### src/rtl/fifo_irq_pkg.sv
package fifo_irq_pkg;

  localparam int CTL_RX_EN       = 0;
  localparam int CTL_TX_EN       = 1;
  localparam int CTL_RX_TRIG_LSB = 4;
  localparam int CTL_TX_TRIG_LSB = 16;
  localparam int TRIG_W          = 7;
  localparam int LVL_W           = 7;
  localparam int TRAIL_W         = 4;

  localparam int ST_TX_LOW   = 0;
  localparam int ST_RX_HIGH  = 1;
  localparam int ST_TX_UNDER = 2;
  localparam int ST_TX_OVER  = 3;
  localparam int ST_RX_UNDER = 4;
  localparam int ST_RX_OVER  = 5;
  localparam int ST_TRAIL    = 6;
  localparam int NSTAT       = 7;

  localparam logic [NSTAT-1:0] IRQ_CAPABLE = 7'b100_0011;

  typedef struct packed {
    logic [LVL_W-1:0] level;
    logic             full;
    logic             empty;
  } fifo_view_t;

  function automatic logic [TRIG_W-1:0] get_trig(input logic [31:0] w, input int lsb);
    return w[lsb +: TRIG_W];
  endfunction

  function automatic logic [31:0] pack_fifo_word(input fifo_view_t tx, input fifo_view_t rx);
    logic [31:0] w;
    w        = '0;
    w[6:0]   = tx.level;
    w[7]     = tx.full;
    w[8]     = tx.empty;
    w[22:16] = rx.level;
    w[23]    = rx.full;
    w[24]    = rx.empty;
    return w;
  endfunction

  function automatic logic lvl_le(input logic [LVL_W-1:0] lvl, input logic [TRIG_W-1:0] trig);
    return lvl <= trig;
  endfunction

  function automatic logic lvl_ge(input logic [LVL_W-1:0] lvl, input logic [TRIG_W-1:0] trig);
    return lvl >= trig;
  endfunction

  function automatic logic trail_reached(input logic [TRAIL_W-1:0] cnt,
                                         input logic [TRAIL_W-1:0] lim);
    return (lim != '0) && (({1'b0, cnt} + 1'b1) == {1'b0, lim});
  endfunction

endpackage

### src/rtl/byte_fifo.sv
module byte_fifo #(
  parameter int DEPTH = 16,
  parameter int DW    = 8,
  parameter int LW    = $clog2(DEPTH + 1)
) (
  input  logic          clk,
  input  logic          rst_n,
  input  logic          en,
  input  logic          push,
  input  logic [DW-1:0] wdata,
  input  logic          pop,
  output logic [DW-1:0] rdata,
  output logic [LW-1:0] level,
  output logic          full,
  output logic          empty,
  output logic          ovf_ev,
  output logic          unf_ev
);
  localparam int AW = (DEPTH > 1) ? $clog2(DEPTH) : 1;

  logic [DW-1:0] mem [DEPTH];
  logic [AW-1:0] wp, rp;
  logic [LW-1:0] cnt;
  logic          acc_push, acc_pop;

  function automatic logic [AW-1:0] next_ptr(input logic [AW-1:0] p);
    return (p == AW'(DEPTH - 1)) ? '0 : p + 1'b1;
  endfunction

  assign full     = (cnt == LW'(DEPTH));
  assign empty    = (cnt == '0);
  assign level    = cnt;
  assign rdata    = mem[rp];
  assign acc_push = en && push && !full;
  assign acc_pop  = en && pop && !empty;
  assign ovf_ev   = en && push && full;
  assign unf_ev   = en && pop && empty;

  always_ff @(posedge clk) begin
    if (acc_push) mem[wp] <= wdata;
  end

  always_ff @(posedge clk or negedge rst_n) begin
    if (!rst_n) begin
      wp  <= '0;
      rp  <= '0;
      cnt <= '0;
    end else if (!en) begin
      wp  <= '0;
      rp  <= '0;
      cnt <= '0;
    end else begin
      if (acc_push) wp <= next_ptr(wp);
      if (acc_pop)  rp <= next_ptr(rp);
      cnt <= cnt + LW'(acc_push) - LW'(acc_pop);
    end
  end

  a_r2_level_bound: assert property (@(posedge clk) disable iff (!rst_n)
    cnt <= LW'(DEPTH));
  a_r2_flags_excl: assert property (@(posedge clk) disable iff (!rst_n)
    !(full && empty));
  a_r4_drop_keeps_full: assert property (@(posedge clk) disable iff (!rst_n)
    (ovf_ev && !pop) |=> full);
  a_r5_empty_stays: assert property (@(posedge clk) disable iff (!rst_n)
    (unf_ev && !push) |=> empty);
  a_r1_flush: assert property (@(posedge clk) disable iff (!rst_n)
    !en |=> (level == '0));

endmodule

### src/rtl/trail_timer.sv
module trail_timer
  import fifo_irq_pkg::*;
(
  input  logic               clk,
  input  logic               rst_n,
  input  logic               qualify,
  input  logic               tick,
  input  logic [TRAIL_W-1:0] limit,
  output logic               fire
);
  logic [TRAIL_W-1:0] cnt;

  assign fire = qualify && tick && trail_reached(cnt, limit);

  always_ff @(posedge clk or negedge rst_n) begin
    if (!rst_n)                 cnt <= '0;
    else if (!qualify)          cnt <= '0;
    else if (tick && cnt < limit) cnt <= cnt + 1'b1;
  end

  a_r9_zero_silent: assert property (@(posedge clk) disable iff (!rst_n)
    (limit == '0) |-> !fire);
  a_r8_fire_once: assert property (@(posedge clk) disable iff (!rst_n)
    fire |=> (!fire || (limit != $past(limit))));

endmodule

### src/rtl/irq_status.sv
module irq_status
  import fifo_irq_pkg::*;
(
  input  logic             clk,
  input  logic             rst_n,
  input  logic [NSTAT-1:0] set_ev,
  input  logic             clr_we,
  input  logic [NSTAT-1:0] clr_mask,
  input  logic [NSTAT-1:0] en_mask,
  output logic [NSTAT-1:0] stat,
  output logic             irq
);
  logic [NSTAT-1:0] stat_q, stat_d;

  for (genvar i = 0; i < NSTAT; i++) begin : g_bit
    assign stat_d[i] = (stat_q[i] && !(clr_we && clr_mask[i])) || set_ev[i];

    a_r7_sticky: assert property (@(posedge clk) disable iff (!rst_n)
      (stat_q[i] && !(clr_we && clr_mask[i])) |=> stat_q[i]);
    a_r7_set_wins: assert property (@(posedge clk) disable iff (!rst_n)
      set_ev[i] |=> stat_q[i]);
  end

  always_ff @(posedge clk or negedge rst_n) begin
    if (!rst_n) stat_q <= '0;
    else        stat_q <= stat_d;
  end

  assign stat = stat_q;
  assign irq  = |(stat_q & en_mask & IRQ_CAPABLE);

  a_r10_masked: assert property (@(posedge clk) disable iff (!rst_n)
    ((stat_q & IRQ_CAPABLE) == '0) |-> !irq);
  a_r10_needs_enable: assert property (@(posedge clk) disable iff (!rst_n)
    ((en_mask & IRQ_CAPABLE) == '0) |-> !irq);

endmodule

### src/rtl/fifo_irq_unit.sv
module fifo_irq_unit
  import fifo_irq_pkg::*;
#(
  parameter int DEPTH = 16,
  parameter int DW    = 8
) (
  input  logic               clk,
  input  logic               rst_n,
  input  logic [31:0]        fifo_ctl,
  input  logic [31:0]        int_en,
  input  logic [TRAIL_W-1:0] trail_len,
  input  logic               stat_wr,
  input  logic [31:0]        stat_wdata,
  input  logic               host_tx_push,
  input  logic [DW-1:0]      host_tx_data,
  input  logic               host_rx_pop,
  output logic [DW-1:0]      host_rx_data,
  input  logic               eng_tx_pop,
  output logic [DW-1:0]      eng_tx_data,
  input  logic               eng_rx_push,
  input  logic [DW-1:0]      eng_rx_data,
  input  logic               eng_tick,
  output logic [31:0]        int_status,
  output logic [31:0]        fifo_status,
  output logic               irq
);
  localparam int LW = $clog2(DEPTH + 1);

  logic              tx_en, rx_en;
  logic [TRIG_W-1:0] tx_trig, rx_trig;
  logic [LW-1:0]     tx_lvl_raw, rx_lvl_raw;
  logic [LVL_W-1:0]  tx_lvl, rx_lvl;
  logic              tx_full, tx_empty, rx_full, rx_empty;
  logic              tx_ovf, tx_unf, rx_ovf, rx_unf;
  logic              trail_qual, trail_fire;
  logic [NSTAT-1:0]  set_ev, stat;
  fifo_view_t        tx_view, rx_view;

  assign tx_en   = fifo_ctl[CTL_TX_EN];
  assign rx_en   = fifo_ctl[CTL_RX_EN];
  assign tx_trig = get_trig(fifo_ctl, CTL_TX_TRIG_LSB);
  assign rx_trig = get_trig(fifo_ctl, CTL_RX_TRIG_LSB);

  byte_fifo #(.DEPTH(DEPTH), .DW(DW), .LW(LW)) u_tx_fifo (
    .clk, .rst_n, .en(tx_en),
    .push(host_tx_push), .wdata(host_tx_data),
    .pop(eng_tx_pop), .rdata(eng_tx_data),
    .level(tx_lvl_raw), .full(tx_full), .empty(tx_empty),
    .ovf_ev(tx_ovf), .unf_ev(tx_unf)
  );

  byte_fifo #(.DEPTH(DEPTH), .DW(DW), .LW(LW)) u_rx_fifo (
    .clk, .rst_n, .en(rx_en),
    .push(eng_rx_push), .wdata(eng_rx_data),
    .pop(host_rx_pop), .rdata(host_rx_data),
    .level(rx_lvl_raw), .full(rx_full), .empty(rx_empty),
    .ovf_ev(rx_ovf), .unf_ev(rx_unf)
  );

  assign tx_lvl = LVL_W'(tx_lvl_raw);
  assign rx_lvl = LVL_W'(rx_lvl_raw);

  assign trail_qual = rx_en && !rx_empty && !lvl_ge(rx_lvl, rx_trig) && !eng_rx_push;

  trail_timer u_trail (
    .clk, .rst_n,
    .qualify(trail_qual), .tick(eng_tick), .limit(trail_len),
    .fire(trail_fire)
  );

  always_comb begin
    set_ev              = '0;
    set_ev[ST_TX_LOW]   = tx_en && lvl_le(tx_lvl, tx_trig);
    set_ev[ST_RX_HIGH]  = rx_en && lvl_ge(rx_lvl, rx_trig);
    set_ev[ST_TX_UNDER] = tx_unf;
    set_ev[ST_TX_OVER]  = tx_ovf;
    set_ev[ST_RX_UNDER] = rx_unf;
    set_ev[ST_RX_OVER]  = rx_ovf;
    set_ev[ST_TRAIL]    = trail_fire;
  end

  irq_status u_stat (
    .clk, .rst_n,
    .set_ev(set_ev), .clr_we(stat_wr), .clr_mask(stat_wdata[NSTAT-1:0]),
    .en_mask(int_en[NSTAT-1:0]),
    .stat(stat), .irq(irq)
  );

  assign tx_view     = '{level: tx_lvl, full: tx_full, empty: tx_empty};
  assign rx_view     = '{level: rx_lvl, full: rx_full, empty: rx_empty};
  assign fifo_status = pack_fifo_word(tx_view, rx_view);
  assign int_status  = {{(32-NSTAT){1'b0}}, stat};

  a_r8_trail_below: assert property (@(posedge clk) disable iff (!rst_n)
    trail_fire |-> (!rx_empty && (rx_lvl < rx_trig)));
  a_r1_quiet_disabled: assert property (@(posedge clk) disable iff (!rst_n)
    !tx_en |-> !(tx_ovf || tx_unf));

endmodule

### config.mk
export PLATFORM = sky130hd
export DESIGN_NAME = fifo_irq_unit
export DESIGN_NICKNAME = d
export VERILOG_FILES = /design/src/rtl/fifo_irq_pkg.sv /design/src/rtl/byte_fifo.sv /design/src/rtl/trail_timer.sv /design/src/rtl/irq_status.sv /design/src/rtl/fifo_irq_unit.sv
export SDC_FILE = /design/constraint.sdc
export NUM_CORES = 1
export LEC_CHECK = 0
export BUFFER_PORTS_ARGS = -buffer_cell sky130_fd_sc_hd__buf_2
export CELL_PAD_IN_SITES_DETAIL_PLACEMENT = 0
export CELL_PAD_IN_SITES_GLOBAL_PLACEMENT = 1
export CORE_UTILIZATION = 43
export CTS_BUF_LIST = sky130_fd_sc_hd__clkbuf_4 sky130_fd_sc_hd__clkbuf_8 sky130_fd_sc_hd__clkbuf_16
export CTS_CLUSTER_DIAMETER = 30
export DETAILED_ROUTE_END_ITERATION = 10
export PLACE_DENSITY = 0.72
export SETUP_SLACK_MARGIN = 0.02
export SYNTH_ARGS = -nofsm -noshare
export SYNTH_HDL_FRONTEND = slang
export SYNTH_SLANG_ARGS = --single-unit
### constraint.sdc
create_clock -name clk -period 2.49 [get_ports clk]
set_input_delay 0.1245 -clock clk [delete_from_list [all_inputs] [get_ports clk]]
set_output_delay 0.1245 -clock clk [all_outputs]
set_load 0.05 [all_outputs]
==> results by group, run 1 <==
Clock tree
  • CTS clk-pin slew, worst paths: ~0.05 ns
  • Skew-Pair Late Insertion Delay: between 0.5 and 0.6 ns
  • Maximum clock insertion buffer count: 3
  • Root Driver: clkbuf_16
  • CTS Buf Count: 66
  • Num Clock Sinks: slightly below 300
  • H-tree depth: 3
  • CTS tree: built

STA
  • Slew @ Worst Pin: roughly 0.94 ns
  • Final setup margin: -0.0386 ns
  • Final Setup Violations: 3
  • Final setup TNS: -0.0692 ns
  • Worst hold margin: roughly 0.020 ns
  • Hold Fails Final Rpt: 0
  • Min Tclk post-route: approximately 2.5 ns
  • Clock Skews: ~0.033 ns
  • Max Freq: around 400 MHz
  • Slew Limit Headroom: ~37%
  • RSZ-0062 raised after global routing: true
  • Period utilization: 102%
  • Slew Limit Fails: 0

Yosys
  • Netlist cell types: 54
  • Largest area contributor in the netlist: edfxtp_1
  • Ys async rst share: approximately an eighth
  • Most common cell in the netlist: edfxtp_1
  • Synthesized area per cell: roughly 16 µm²
  • Most instantiated cells after synthesis: edfxtp_1 (256), buf_4 (57), nand2_1 (47)
  • Post-synthesis compound-gate area fraction: roughly 5.3%
  • Largest family of logic cells by synthesized area: multiplexers
  • Top cell type's share of synthesized area: 59.3%
  • Simple-Gate Fraction of Synth Area: 6.01%
  • Primary FF master, synth: edfxtp_1
  • Flip-flop and latch count after synthesis: 293
  • Sequential share of the synthesized area: 66.5%
  • Synth warnings: 0
  • Synthesized instance count: around 820
  • Mapped Area: around 13,000 µm²
  • Post-synth EDFFs: between 200 and 300
  • Area contributors post-synth: edfxtp_1 (59%), dfrtp_1 (7.1%), mux4_2 (7.0%)
  • Mux cell area share after synthesis: around an eighth
  • XOR/XNOR Fraction of Synth Area: between 1 and 1.5%
  • Adder-cell share of the synthesized area: 3.88%

GRT
  • Global-route wire length before repair: roughly 44,000 µm
  • GRT Util Overall: 18.8%
  • Largest net degree at the start of global routing: 38
  • Antenna violations before repair: 0
  • Remaining global-route overflow: 0
  • Vias in the first global route: 7,968

Job
  • Max-cap violations: 0

Pwr
  • Leakage dissipation: 6.64 nW
  • VDD IR max: roughly 0.61 mV
  • Pwr Density: 1140 nW/µm²
  • Pwr Total: 20.0 mW

Worst hold path
  • Hold path depth: 1
  • WHS Endpoint: u_rx_fifo.mem[14][0]
  • Hold wc startpoint: eng_rx_data[0]
  • Tightest Hold Check Type: input pin to register

Die
  • FP Rows: 63
  • I/O pin cnt: 205
  • Core area: 29,600 µm²
  • Die area: 30,800 µm²
  • Die Span X: ~180 µm
  • Initial core utilization: between 40% and 50%
  • Die Span Y: ~180 µm

Routing
  • Drt first pass iters: 5
  • Routed Antenna Nets: 0
  • Wirelength, routed: slightly below 30,000 µm
  • Via count: a little under 8,000
  • 1st-iter DRT viols: between 500 and 600
  • Via/cell ratio: 5.15
  • Drt wl/cell: approximately 19 µm
  • Drt drc: 0

Place
  • Routability cong.: roughly 0.73
  • Placed cells: around 1,300
  • Port Buffers: slightly above 90
  • DP HPWL: 17,500 µm
  • Pre-CTS WS: -0.0904 ns

Worst setup path
  • Reg2Reg Depth: 14
  • Worst R2R Setup Slack: 0.01 ns
  • Worst Path Max Fanout: 5
  • CP arrival: ~2.4 ns
  • Worst EP required: roughly 2.4 ns
  • R2R Path End: u_tx_fifo.level[4]
  • CP endpoint kind: primary output
  • RR Startpoint: u_tx_fifo.level[2]
  • Crit Path Category: register to primary output
  • Crit start category: register

Final layout
  • Layout cells sized above 1: 38.7%
  • Final #Nets: between 1,000 and 1,500
  • Area Overhead vs Synth: 35.7%
  • Diodes inserted: 0
  • Fin cells: 1,521
  • Fill cells: around 2,300

Status
  • Status: finished, violations left
  • Violated checks: negative setup slack
-- area by class of cell --
class / count / area, µm² / area share (%)
Timing Repair Buffer: 236 / 2010 / 11.4
Sequential cell: 293 / 8630 / 49.1
Tap cell: 390 / 488 / 2.78
Inverter: 35 / 131 / 0.747
Clock buffer: 86 / 1860 / 10.6
Clock inverter: 34 / 432 / 2.45
Multi-Input combinational cell: 447 / 4030 / 22.9
-- per-layer routing --
| layer | routed length, µm | track usage (%) |
|---|---|---|
| met2 | 14800 | 31.8 |
| met4 | 520 | 6.67 |
| met5 | 0 | 0 |
| met3 | 1520 | 4.33 |
| met1 | 12300 | 23.8 |
-- how the worst max path moves through the flow --
stage	start	to	slack, ns
after floorplan	u_tx_fifo.level[2]	u_tx_fifo.level[4]	-0.19
after global placement	u_tx_fifo.level[2]	u_tx_fifo.level[4]	0.00005
after detailed placement	u_tx_fifo.level[2]	u_tx_fifo.level[4]	-0.09
after CTS	u_tx_fifo.rp[0]	eng_tx_data[3]	-0.02
after global routing	u_tx_fifo.level[2]	u_tx_fifo.level[4]	-0.13
final	u_tx_fifo.rp[0]	eng_tx_data[7]	-0.04
-- power breakdown --
part           internal (mW)  switching [mW]  total, mW
Clock                   5.93            2.73       8.65
Sequential              5.57           0.170       5.74
Combinational           2.60            2.99       5.59
-- critical path, stage by stage (launching register included) --
cell and delay, ns:
dfrtp_2 0.42, buf_6 0.12, buf_8 0.12, mux4_2 0.51
nor2b_4 0.15, a211oi_2 0.28, a21oi_2 0.07, buf_6 0.20
-- flip-flops by register name (all words and copies together) (netlist names), 5 cells and up --
signal           count
u_stat.stat          7
u_rx_fifo.mem      128
u_tx_fifo.level      5
u_tx_fifo.mem      128
u_rx_fifo.level      5
-- cells by family after synthesis --
family	after synthesis
simple gates	154
flops	293
compound gates	105
xor+xnor	17
buf+inv	117
fa+ha+maj	39
other cells	1
mux	89
-- cell usage in the layout, fill, tap and decap left out, drive strengths merged, types with 3 or more instances in the layout --
cell type and n:
ha 37, a31oi 3, clkbuf 92, dfrtp 37, mux4 48, a32o 5
clkinvlp 6, nand3 10, nand2 47, mux2 8, xor2 6, a211oi 8
a22oi 9, nor2 36, nor2b 17, clkinv 18, o21ai 29, edfxtp 256
bufinv 6, a21oi 26, and3 4, and2 10, buf 192, conb 43
xnor2 11, a221oi 8, nor3 14, mux2i 33, dlygate4sd3 38, a21o 6
inv 39, nand2b 5
-- metrics by stage --
stage	utilization, %	instance area [µm²]
after floorplan	-	13100
after global placement	47.7	14100
after detailed placement	47.7	14100
after CTS	57.7	17100
after global routing	59.3	17600
final	59.3	17600
-- repair_timing --
| action | CTS | global route |
|---|---|---|
| hold endpoints to repair | 275 | 0 |
| gates cloned | 2 | 6 |
| hold buffers | 39 | 0 |
| endpoints found under the setup margin | 18 | 21 |
| setup buffers | 11 | 16 |
| resized for setup | 46 | 76 |
| pin swaps | 6 | 26 |
Power figures use the tool's default switching activity.
==> inputs of run 2 (changes only) <==
CELL_PAD_IN_SITES_DETAIL_PLACEMENT = default   (was 0)
CELL_PAD_IN_SITES_GLOBAL_PLACEMENT = default   (was 1)
CORE_UTILIZATION = 47   (was 43)
PLACE_DENSITY = 0.64   (was 0.72)
clock period = 2.7 ns   (was 2.49 ns; I/O delays follow)
==> run 2 against run 1 <==
  * The flow finishes with violations (negative hold slack)
  * Setup slack gained 0.085 ns
  * Via count is 3.4% lower
  * Cell count shrank 5.9%
  * Count of clock-buffer cells in the layout is 8 lower
  * Cell area is 4.5% lower
  * Sequential share of layout area rose by 2.3 points
  * Clock power shrank 6.7%
  * Sequential power is 7.3% lower
  * Critical path depth decreased by 1
  * Clock skew decreased by 0.0083 ns
  * Die area fell by 8.4%
==> results by group, run 2 (synthesis gave the netlist of run 1 again) <==
Die
  • Core area: 27,000 µm² (-8.8%)
  • FP Rows: 60 (-4.8%)
  • Die area: 28,200 µm² (-8.4%)
  • Die Span X: 168 µm (-4.3%)
  • I/O pin cnt: 205 (unchanged)
  • Die Span Y: 168 µm (-4.3%)
  • Initial core utilization: 48.0% (+4.2 points)

STA
  • Max Freq: about 380 MHz
  • Final setup TNS: 0 ns (+0.0692 ns)
  • Worst hold margin: -0.0139 ns (-0.0344 ns)
  • Slew Limit Fails: 0 (unchanged)
  • Slew Limit Headroom: 40.5% (+3.0 points)
  • Slew @ Worst Pin: 0.893 ns (-0.0456 ns)
  • Final setup margin: 0.0464 ns (+0.0850 ns)
  • RSZ-0062 raised after global routing: true
  • Final Setup Violations: 0 (-3)
  • Min Tclk post-route: ~2.7 ns
  • Hold Fails Final Rpt: 1 (+1)
  • Period utilization: approximately 98%
  • Clock Skews: 0.0249 ns (-0.00828 ns)

Worst setup path
  • Worst setup path startpoint: u_tx_fifo.rp[0]
  • RR Startpoint: u_tx_fifo.level[3]
  • Crit Path Category: register to primary output
  • CP arrival: 2.52 ns (+0.12 ns)
  • Crit start category: register
  • Worst EP required: 2.57 ns (+0.20 ns)
  • Worst Path Max Fanout: 7 (+2)
  • CP endpoint kind: primary output

GRT
  • Global-route wire length before repair: 42,800 µm (-2.6%)
  • Remaining global-route overflow: 0 (unchanged)
  • Antenna violations before repair: 0 (unchanged)
  • Vias in the first global route: 7,825 (-1.8%)
  • Largest net degree at the start of global routing: 38 (unchanged)
  • GRT Util Overall: 20.1% (+1.3 points)

Clock tree
  • Num Clock Sinks: 293 (unchanged)
  • Skew-Pair Late Insertion Delay: 0.55 ns (about the same)
  • H-tree depth: 3 (unchanged)
  • CTS Buf Count: 67 (+1.5%)
  • Root Driver: clkbuf_16
  • CTS clk-pin slew, worst paths: 0.04 ns (about the same)
  • CTS tree: built
  • Maximum clock insertion buffer count: 3 (unchanged)

Final layout
  • Fill cells: 2,020 (-12%)
  • Fin cells: 1,431 (-5.9%)
  • Layout cells sized above 1: 33.8% (-5.0 points)
  • Most common cell after layout, fill and taps aside: edfxtp_1
  • Area Overhead vs Synth: 29.5%
  • Diodes inserted: 0 (unchanged)
  • Commonest non-fill, non-tap cells in the layout: edfxtp_1 (256), buf_2 (86), clkbuf_16 (68)
  • Final #Nets: 1,201 (-3.3%)
  • Post-route core utilization: 62.1% (+2.8 points)
  • Sequential cell area: 8630 µm² (about the same)
  • Area of the multi-input gates: 3930 µm² (-2.6%)

Routing
  • Drt wl/cell: 19.5 µm (+1.8%)
  • Drt drc: 0 (unchanged)
  • Via count: 7,576 (-3.4%)
  • Drt first pass iters: 5 (unchanged)
  • Wirelength, routed: 27,900 µm (-4.2%)
  • Routed Antenna Nets: 0 (unchanged)
  • 1st-iter DRT viols: 525 (-7.4%)
  • Via/cell ratio: 5.29 (+2.7%)

Worst hold path
  • Hold wc startpoint: trail_len[1]
  • Tightest Hold Check Type: input pin to register

Place
  • DP HPWL: 17,000 µm (-2.8%)
  • Placed cells: 1,263 (-5.1%)
  • Port Buffers: 91 (unchanged)
  • Pre-CTS WS: 0.112 ns (+0.202 ns)
  • Routability cong.: 0.775 (+5.8%)

Status
  • Status: finished, violations left
  • Violated checks: negative hold slack

Job
  • Max-cap violations: 0 (unchanged)

Pwr
  • Leakage dissipation: 6.35 nW (-4.3%)
  • VDD IR max: 0.916 mV (+49%)
  • Pwr Density: 1050 nW/µm² (-7.7%)
  • Pwr Total: 17.6 mW (-12%)
-- run 2: cell count changes in the layout (fill, tap and decap cells not counted), sizes merged --
cell / previous run / this run
clkinvlp: 6 / 4
buf: 192 / 159
clkinv: 18 / 23
inv: 39 / 44
dlygate4sd3: 38 / 34
bufinv: 6 / 7
clkbuf: 92 / 79
-- run 2: layer usage --
metal  up-vias  global-route usage (%)  routed length, µm
met3        61                    3.76               1330
met2       213                    34.7              14100
met5         -                       0                  0
li1       3512                       -                  -
met1      3790                    25.2              11800
met4         0                    7.87                718
-- run 2: what timing repair did --
action / in CTS / in global routing
setup endpoints to repair: 16 / 17
hold buffers: 34 / 1
cloned: 0 / 0
pin swaps: 0 / 4
hold endpoints to repair: 183 / 1
resized for setup: 5 / 29
setup buffers: 2 / 11
-- run 2: critical path, cell delays in order (launching register included) --
cell and delay, ns:
dfrtp_4 0.50, buf_12 0.15, mux4_2 0.49, nor2b_1 0.18, a211oi_1 0.30, a21oi_1 0.09, buf_2 0.26
-- run 2: cell type report --
cell class	instances	area share, %
clock buffers	78	10.7
clock inverters	43	3.04
inverters	35	0.783
multi-input cells	447	23.4
flip-flops and latches	293	51.4
well taps	341	2.54
repair buffers	194	8.19
-- run 2: path summary, 6_finish.rpt --
check | endpoint | slack [ns] | cells past startpoint
max in group asynchronous | u_tx_fifo.rp[0] | 1.79 | 2
max | eng_tx_data[1] | 0.05 | 6
min in group asynchronous | u_rx_fifo.level[4] | 0.25 | 2
min | u_stat.stat[6] | -0.01 | 4
min reg2reg | u_stat.stat[6] | 0.51 | 2
max reg2reg | u_tx_fifo.level[4] | 0.17 | 14
-- run 2: through the flow --
step | hold WS [ns] | instance area [µm²]
6_report | -0.0139 | 16800
2_1_floorplan | -0.161 | 13100
3_3_place_gp | 0.307 | 13900
3_5_place_dp | 0.310 | 13900
4_1_cts | 0.00210 | 16600
5_1_grt | 0.0113 | 16800
-- run 2: power breakdown --
group	switching [mW]	leakage [nW]	internal (mW)	total, mW
Sequential	0.171	2.79	5.15	5.32
Clock	2.60	1.13	5.47	8.07
Combinational	2.52	2.43	1.71	4.23
